==> src/rtl/ebf_pkg.sv <==
package ebf_pkg;
  typedef struct packed {
    logic center;
    logic ovr_ie;
    logic und_ie;
  } ebf_cfg_t;
endpackage

==> src/rtl/ebf_store.sv <==
// Bit storage: one write port, one registered read port with read-first
// behaviour, laid out so that block RAM can be inferred.
module ebf_store #(
  parameter int DEPTH = 32,
  localparam int AW = $clog2(DEPTH)
) (
  input  logic          clk,
  input  logic          rst,
  input  logic          we,
  input  logic [AW-1:0] wa,
  input  logic          wd,
  input  logic          re,
  input  logic [AW-1:0] ra,
  input  logic          byp,
  output logic          q
);
  logic mem [DEPTH];

  always_ff @(posedge clk) begin
    if (we) mem[wa] <= wd;
  end

  // An empty store either forwards the incoming bit or keeps the last one.
  always_ff @(posedge clk) begin
    if (rst) q <= 1'b0;
    else if (re) begin
      if (!byp)    q <= mem[ra];
      else if (we) q <= wd;
    end
  end
endmodule

==> src/rtl/ebf_ptrs.sv <==
// Pointer and occupancy control, slip detection and re-centering.
module ebf_ptrs #(
  parameter int DEPTH = 32,
  parameter int GUARD = 4,
  localparam int AW   = $clog2(DEPTH),
  localparam int CW   = $clog2(DEPTH + 1),
  localparam int HALF = DEPTH / 2
) (
  input  logic          clk,
  input  logic          rst,
  input  logic          wr_stb,
  input  logic          rd_stb,
  input  logic          win_open,
  output logic          we,
  output logic [AW-1:0] wa,
  output logic          re,
  output logic [AW-1:0] ra,
  output logic          byp,
  output logic [CW-1:0] level,
  output logic          empty,
  output logic          full,
  output logic          alarm,
  output logic          ovr_evt,
  output logic          und_evt
);
  logic [AW-1:0] wp_q, rp_q, wp_n, rp_n;
  logic [CW-1:0] cnt_q, cnt_n;
  logic          empty_q, full_q;
  logic          at_empty, at_full, near_edge, recenter, w_acc, r_acc;

  always_comb begin
    at_empty  = (cnt_q == '0);
    at_full   = (cnt_q == CW'(DEPTH));
    ovr_evt   = wr_stb & ~rd_stb & at_full;
    und_evt   = rd_stb & ~wr_stb & at_empty;
    near_edge = (cnt_q < CW'(GUARD)) | (cnt_q > CW'(DEPTH - GUARD));
    recenter  = win_open & rd_stb & near_edge;
    w_acc     = wr_stb & ~ovr_evt;
    r_acc     = rd_stb & ~und_evt;
    wp_n      = wp_q + AW'(w_acc);
    if (recenter) begin
      rp_n  = wp_n - AW'(HALF);
      cnt_n = CW'(HALF);
    end else begin
      rp_n  = rp_q + AW'(r_acc);
      cnt_n = cnt_q + CW'(w_acc) - CW'(r_acc);
    end
  end

  always_ff @(posedge clk) begin
    if (rst) begin
      wp_q    <= '0;
      rp_q    <= '0;
      cnt_q   <= '0;
      empty_q <= 1'b1;
      full_q  <= 1'b0;
    end else begin
      wp_q    <= wp_n;
      rp_q    <= rp_n;
      cnt_q   <= cnt_n;
      empty_q <= (cnt_n == '0);
      full_q  <= (cnt_n == CW'(DEPTH));
    end
  end

  assign we    = w_acc;
  assign wa    = wp_q;
  assign re    = rd_stb;
  assign ra    = rp_q;
  assign byp   = at_empty;
  assign level = cnt_q;
  assign empty = empty_q;
  assign full  = full_q;
  assign alarm = at_empty | at_full;

  p_level_bound_r2: assert property (@(posedge clk) disable iff (rst)
    cnt_q <= CW'(DEPTH));
  p_flags_exclusive_r2: assert property (@(posedge clk) disable iff (rst)
    !(empty_q && full_q));
  p_simul_level_r3: assert property (@(posedge clk) disable iff (rst)
    (wr_stb && rd_stb && !win_open) |=> cnt_q == $past(cnt_q));
  p_overrun_hold_r5: assert property (@(posedge clk) disable iff (rst)
    (ovr_evt && !win_open) |=> full_q);
  p_recenter_half_r12: assert property (@(posedge clk) disable iff (rst)
    (win_open && rd_stb && near_edge) |=> cnt_q == CW'(HALF));
  p_no_jump_r13: assert property (@(posedge clk) disable iff (rst)
    !win_open |=> (cnt_q == $past(cnt_q) || cnt_q == $past(cnt_q) + 1 ||
                   cnt_q + 1 == $past(cnt_q)));
endmodule

==> src/rtl/ebf_window.sv <==
// Configuration hold and the centering window counter.
module ebf_window
  import ebf_pkg::*;
#(
  parameter int WINDOW = 384,
  localparam int WW = $clog2(WINDOW + 1)
) (
  input  logic     clk,
  input  logic     rst,
  input  logic     cfg_we,
  input  logic     cfg_center,
  input  logic     cfg_sync,
  input  logic     cfg_ovr_ie,
  input  logic     cfg_und_ie,
  input  logic     ovr_evt,
  input  logic     und_evt,
  input  logic     rd_stb,
  input  logic     alarm,
  output ebf_cfg_t cfg,
  output logic     win_open
);
  ebf_cfg_t      cfg_q;
  logic [WW-1:0] wcnt_q;
  logic          arm, slip_rearm;

  assign arm        = cfg_we & cfg_center & ~cfg_sync;
  assign slip_rearm = cfg_q.center & (ovr_evt | und_evt);

  always_ff @(posedge clk) begin
    if (rst) begin
      cfg_q <= '{center: 1'b0, ovr_ie: 1'b0, und_ie: 1'b0};
    end else if (cfg_we) begin
      cfg_q <= '{center: arm, ovr_ie: cfg_ovr_ie, und_ie: cfg_und_ie};
    end
  end

  always_ff @(posedge clk) begin
    if (rst)                                  wcnt_q <= '0;
    else if (cfg_we && !arm)                  wcnt_q <= '0;
    else if (arm || slip_rearm)               wcnt_q <= WW'(WINDOW);
    else if (wcnt_q != '0 && rd_stb && !alarm) wcnt_q <= wcnt_q - 1'b1;
  end

  assign cfg      = cfg_q;
  assign win_open = (wcnt_q != '0);

  p_sync_blocks_r8: assert property (@(posedge clk) disable iff (rst)
    (cfg_we && cfg_sync) |=> !cfg_q.center && wcnt_q == '0);
  p_window_needs_center_r8: assert property (@(posedge clk) disable iff (rst)
    (wcnt_q != '0) |-> cfg_q.center);
  p_alarm_stretch_r10: assert property (@(posedge clk) disable iff (rst)
    (wcnt_q != '0 && alarm && !cfg_we) |=> wcnt_q >= $past(wcnt_q));
  p_slip_reload_r11: assert property (@(posedge clk) disable iff (rst)
    (cfg_q.center && (ovr_evt || und_evt) && !cfg_we) |=> wcnt_q == WW'(WINDOW));
endmodule

==> src/rtl/ebf_irq.sv <==
// Sticky slip flags and the active-low interrupt.
module ebf_irq (
  input  logic clk,
  input  logic rst,
  input  logic ovr_evt,
  input  logic und_evt,
  input  logic flag_clr,
  input  logic ovr_ie,
  input  logic und_ie,
  output logic ovr_flag,
  output logic und_flag,
  output logic irq_n
);
  logic ovr_q, und_q;

  always_ff @(posedge clk) begin
    if (rst) begin
      ovr_q <= 1'b0;
      und_q <= 1'b0;
    end else begin
      ovr_q <= ovr_evt | (ovr_q & ~flag_clr);
      und_q <= und_evt | (und_q & ~flag_clr);
    end
  end

  assign ovr_flag = ovr_q;
  assign und_flag = und_q;
  assign irq_n    = ~((ovr_q & ovr_ie) | (und_q & und_ie));

  p_ovr_set_r5: assert property (@(posedge clk) disable iff (rst)
    ovr_evt |=> ovr_q);
  p_und_set_r4: assert property (@(posedge clk) disable iff (rst)
    und_evt |=> und_q);
  p_clear_r6: assert property (@(posedge clk) disable iff (rst)
    (flag_clr && !ovr_evt && !und_evt) |=> !ovr_q && !und_q);
endmodule

==> src/rtl/elastic_bit_fifo.sv <==
module elastic_bit_fifo
  import ebf_pkg::*;
#(
  parameter int DEPTH  = 32,
  parameter int GUARD  = 4,
  parameter int WINDOW = 384,
  localparam int AW = $clog2(DEPTH),
  localparam int CW = $clog2(DEPTH + 1)
) (
  input  logic          clk,
  input  logic          rst,
  input  logic          wr_stb,
  input  logic          wr_bit,
  input  logic          rd_stb,
  output logic          rd_bit,
  input  logic          cfg_we,
  input  logic          cfg_center,
  input  logic          cfg_sync,
  input  logic          cfg_ovr_ie,
  input  logic          cfg_und_ie,
  input  logic          flag_clr,
  output logic          empty,
  output logic          full,
  output logic [CW-1:0] level,
  output logic          ovr_flag,
  output logic          und_flag,
  output logic          irq_n,
  output logic          center_on,
  output logic          window_open
);
  logic          we, re, byp, alarm, ovr_evt, und_evt, win_open;
  logic [AW-1:0] wa, ra;
  ebf_cfg_t      cfg;

  initial begin
    a_depth_pow2: assert ((DEPTH & (DEPTH - 1)) == 0 && DEPTH >= 4 * GUARD);
  end

  ebf_ptrs #(.DEPTH(DEPTH), .GUARD(GUARD)) u_ptrs (
    .clk(clk), .rst(rst), .wr_stb(wr_stb), .rd_stb(rd_stb),
    .win_open(win_open), .we(we), .wa(wa), .re(re), .ra(ra), .byp(byp),
    .level(level), .empty(empty), .full(full), .alarm(alarm),
    .ovr_evt(ovr_evt), .und_evt(und_evt)
  );

  ebf_store #(.DEPTH(DEPTH)) u_store (
    .clk(clk), .rst(rst), .we(we), .wa(wa), .wd(wr_bit),
    .re(re), .ra(ra), .byp(byp), .q(rd_bit)
  );

  ebf_window #(.WINDOW(WINDOW)) u_window (
    .clk(clk), .rst(rst), .cfg_we(cfg_we), .cfg_center(cfg_center),
    .cfg_sync(cfg_sync), .cfg_ovr_ie(cfg_ovr_ie), .cfg_und_ie(cfg_und_ie),
    .ovr_evt(ovr_evt), .und_evt(und_evt), .rd_stb(rd_stb), .alarm(alarm),
    .cfg(cfg), .win_open(win_open)
  );

  ebf_irq u_irq (
    .clk(clk), .rst(rst), .ovr_evt(ovr_evt), .und_evt(und_evt),
    .flag_clr(flag_clr), .ovr_ie(cfg.ovr_ie), .und_ie(cfg.und_ie),
    .ovr_flag(ovr_flag), .und_flag(und_flag), .irq_n(irq_n)
  );

  assign center_on   = cfg.center;
  assign window_open = win_open;
endmodule

==> config.mk <==
export PLATFORM = sky130hd
export DESIGN_NAME = elastic_bit_fifo
export DESIGN_NICKNAME = d
export VERILOG_FILES = /design/src/rtl/ebf_pkg.sv /design/src/rtl/ebf_store.sv /design/src/rtl/ebf_ptrs.sv /design/src/rtl/ebf_window.sv /design/src/rtl/ebf_irq.sv /design/src/rtl/elastic_bit_fifo.sv
export SDC_FILE = /design/constraint.sdc
export NUM_CORES = 1
export LEC_CHECK = 0
export BUFFER_PORTS_ARGS = -buffer_cell sky130_fd_sc_hd__clkbuf_2
export CORE_UTILIZATION = 40
export CTS_CLUSTER_SIZE = 30
export DETAILED_ROUTE_END_ITERATION = 12
export PLACE_DENSITY = 0.56
export SYNTH_ARGS = -nofsm -noshare
export SYNTH_HDL_FRONTEND = slang
export SYNTH_SLANG_ARGS = --single-unit
==> constraint.sdc <==
create_clock -name clk -period 2.9 [get_ports clk]
set_input_delay 0.58 -clock clk [delete_from_list [all_inputs] [get_ports clk]]
set_output_delay 0.58 -clock clk [all_outputs]
set_load 0.01 [all_outputs]
==> results.yml <==
power:
  vdd_drop_max_v: 0.000384
  swShare_pct: 34.0
  p_clk_share_pct: 28.0
  comb_power_share_pct: 36.2
  p_int_w: 0.00223
  p_leak_nw: 1.34
  cellPowerDensity_nw_per_um2: 918
  p_switching_w: 0.00115
  p_seq_share_pct: 35.8
yosys:
  synth_compound_gate_area_share_pct: 7.01
  async_flop_share_pct: 0
  syn-cell-area_um2: 3180
  synth-edff-count: 32
  yosys.cell_types.count: 51
  synth_top_flop_cell: "dfxtp_1"
  synthXorXnorAreaFrac_pct: 4.68
  yosys-top-cells-area: "edfxtp_1, dfxtp_1, nor2_1"
  yosys_warnings: 0
  synth.top_cell.area_share_pct: 30.2
  yosys.area_share.simple_pct: 20.6
  netlist_top_cells_count: "nor2_1, dfxtp_1, edfxtp_1"
  synthAdderAreaFrac_pct: 6.14
  seq_area_frac_synth_pct: 51.0
  synth_cells: 291
  ys_seq_elements: 65
  yosysMostFrequentCell: "nor2_1"
  synth_area_leader_cell: "edfxtp_1"
  syn_nets: 317
  synth.area.mux_share_pct: 7.79
  syn_area_per_cell_um2: 10.9
  synth_top_family_by_area: "simple AND/OR/NAND/NOR gates"
worst_hold_path:
  hold_class: "reg -> reg"
timing:
  finalCriticalPeriod_ns: 2.69
  relSlewSlack_pct: 60.1
  finClkSkew_ns: 0.0133
  timing_hold_violations_final: 0
  worst_slew_pin_slew_ns: 0.595
  setup_violations: 0
  finalMaxSlewViolations: 0
  fin_ws_ns: 0.208
  fmax_mhz: 372
  min_period_over_period_pct: 92.8
global_route:
  grt_pass1_wl_um: 10600
  antenna_found_initial: 0
  grt_pass1_vias: 2113
  grtUsageTotal_pct: 16.6
  overflow: 0
  grt_max_degree: 22
die:
  die_area_um2: 8310
  initial_core_util_pct: 41.4
  ios: 25
  rows: 32
  die_y_um: 91.2
  die_width_um: 91.2
  core_area_um2: 7690
route:
  drc: 0
  vias: 2176
  routedWlPerCell_um: 14.9
  drt-initial-drc-count: 99
  dr.pass1.iters: 4
  via_per_inst: 5.08
  detail-route-antenna-nets: 0
  wirelength_um: 6370
worst_setup_path:
  worstPathRequired_ns: 3.14
  critPathMaxFanout: 5
  arrival_ns: 2.93
  criticalPathCategory: "reg -> reg"
  cpMaxStageDelayCell: "fa_1"
  start_kind: "flop"
  path_cells: "inv_1 > ha_1 > nand2_1 > nor3_2 > or3_4 > o21ai_0 > ha_1 > fa_1 > a21oi_1 > o21bai_1 > xnor2_1 > and4_1 > a31o_2"
  worstSetupEndpointType: "flop"
  crit_path_frequent_cell: "ha_1"
  slowest_delay_ns: 0.40
clocking:
  hold_buffers: 0
  cts_buffers: 9
  cts.sink_count: 65
  clock_path_buffers: 2
  htreeDepth: 3
  clk_latency_ns: 0.34
  clk_pin_slew_ns: 0.08
  cts_tree: "done"
  cts_root_buf: "clkbuf_8"
flow_run:
  max_cap_violations: 0
placed_design:
  pre_cts_slack_ns: 0.172
  place_inst: 412
  gp_congestion: 0.744
  hpwl_um: 4410
  port_buffers: 24
layout:
  final_cells: 428
  drive_gt1_share_pct: 20.2
  nNetsFinal: 347
  area_delta_synth_final_pct: 15.7
  fillers: 749
  antenna_cells: 0
status:
  outcome: "complete, no violations"
[sequential cells by signal (all words and copies together) (netlist names)]
signal,flops
u_store.q,1
u_window.cfg,3
u_ptrs.ra,5
u_store.mem,32
u_ptrs.wa,5
u_window.wcnt_q,9
u_irq.ovr_flag,1
u_ptrs.full,1
u_ptrs.level,6
u_ptrs.empty,1
u_irq.und_flag,1
[cells by family after synthesis]
family | after synthesis
buffers and inverters | 23
multiplexers | 16
XOR/XNOR | 17
AO/OA/AOI/OAI | 31
AND/OR/NAND/NOR | 124
flip-flops | 65
adder cells (fa/ha/maj) | 15
[power by group through the flow]
stage                     combinational [W]  sequential (W)  clock [W]
after floorplan                    0.000925         0.00120          0
after global placement              0.00123         0.00123          0
after detailed placement            0.00122         0.00123          0
after CTS                           0.00123         0.00121   0.000961
after global routing                0.00136         0.00123    0.00100
final                               0.00122         0.00121   0.000946
[cell usage in the layout (no fill, tap or decap), types with 2 or more instances in the layout]
cell	n
buf_4	5
a311o_1	2
ha_1	14
a21boi_1	2
nand2b_1	4
a21boi_0	2
dfxtp_1	33
o21ai_0	3
xnor2_1	15
inv_1	13
nor3_1	4
nor2_1	61
edfxtp_1	32
or4_1	2
mux2i_1	9
a21oi_1	10
nand3_1	10
nand2_1	6
or3b_2	3
clkinv_2	2
nor3_2	3
and2_1	2
clkbuf_8	9
xor2_1	2
nand3b_1	9
mux4_2	7
nor2b_1	4
bufinv_16	3
a2bb2oi_1	2
or3_1	4
clkbuf_2	24
[repair_timing]
item | CTS | global route
endpoints found under the hold margin | 0 | 0
endpoints found under the setup margin | 0 | 2
gates resized for setup | 0 | 2
buffers inserted | 0 | 0
[through the flow]
step	power (W)	hold slack [ns]	TNS, ns	utilization (%)	cell area [um2]
after floorplan	0.00212	0.461	0	-	3180
after global placement	0.00246	0.475	0	44.6	3430
after detailed placement	0.00245	0.484	0	44.6	3430
after CTS	0.00340	0.486	0	47.7	3670
after global routing	0.00359	0.501	-0.0224	47.8	3680
final	0.00338	0.493	0	47.8	3680
[final cells by class]
type / count / area, um2 / area share (%)
Timing Repair Buffer: 29 / 158 / 4.29
Tap cell: 102 / 128 / 3.47
Clock buffer: 9 / 124 / 3.37
Clock inverter: 7 / 118 / 3.20
Inverter: 13 / 48.8 / 1.33
Multi-Input combinational cell: 203 / 1480 / 40.3
Sequential cell: 65 / 1620 / 44.1
[layer usage]
layer / global-route usage, % / vias up / share of wire (%)
li1: - / 1096 / -
met1: 23.1 / 1033 / 50
met2: 25.6 / 39 / 45
met3: 3.35 / 8 / 3.4
met4: 6.35 / 0 / 1.2
met5: 0 / - / 0
[worst paths after layout]
kind	from	end	slack [ns]	cells past startpoint
worst max-delay path	u_ptrs.level[2]	u_ptrs.empty	0.21	13
worst min-delay path	u_window.cfg[2]	u_window.cfg[2]	0.49	2
worst max register to register	u_ptrs.level[2]	u_ptrs.empty	0.21	13
worst min register to register	u_window.cfg[2]	u_window.cfg[2]	0.49	2
[worst max-delay path, delay by kind of cell (launching register included)]
family                     cells  cell delay [ns]
and+or+nand+nor                4             0.60
xor gates and xnor gates       1             0.14
buffers and inverters          1             0.09
DFF                            1             0.34
AOI/OAI and AO/OA              4             0.55
adders and majority gates      3             0.86
(Power assumes the default switching activity.)
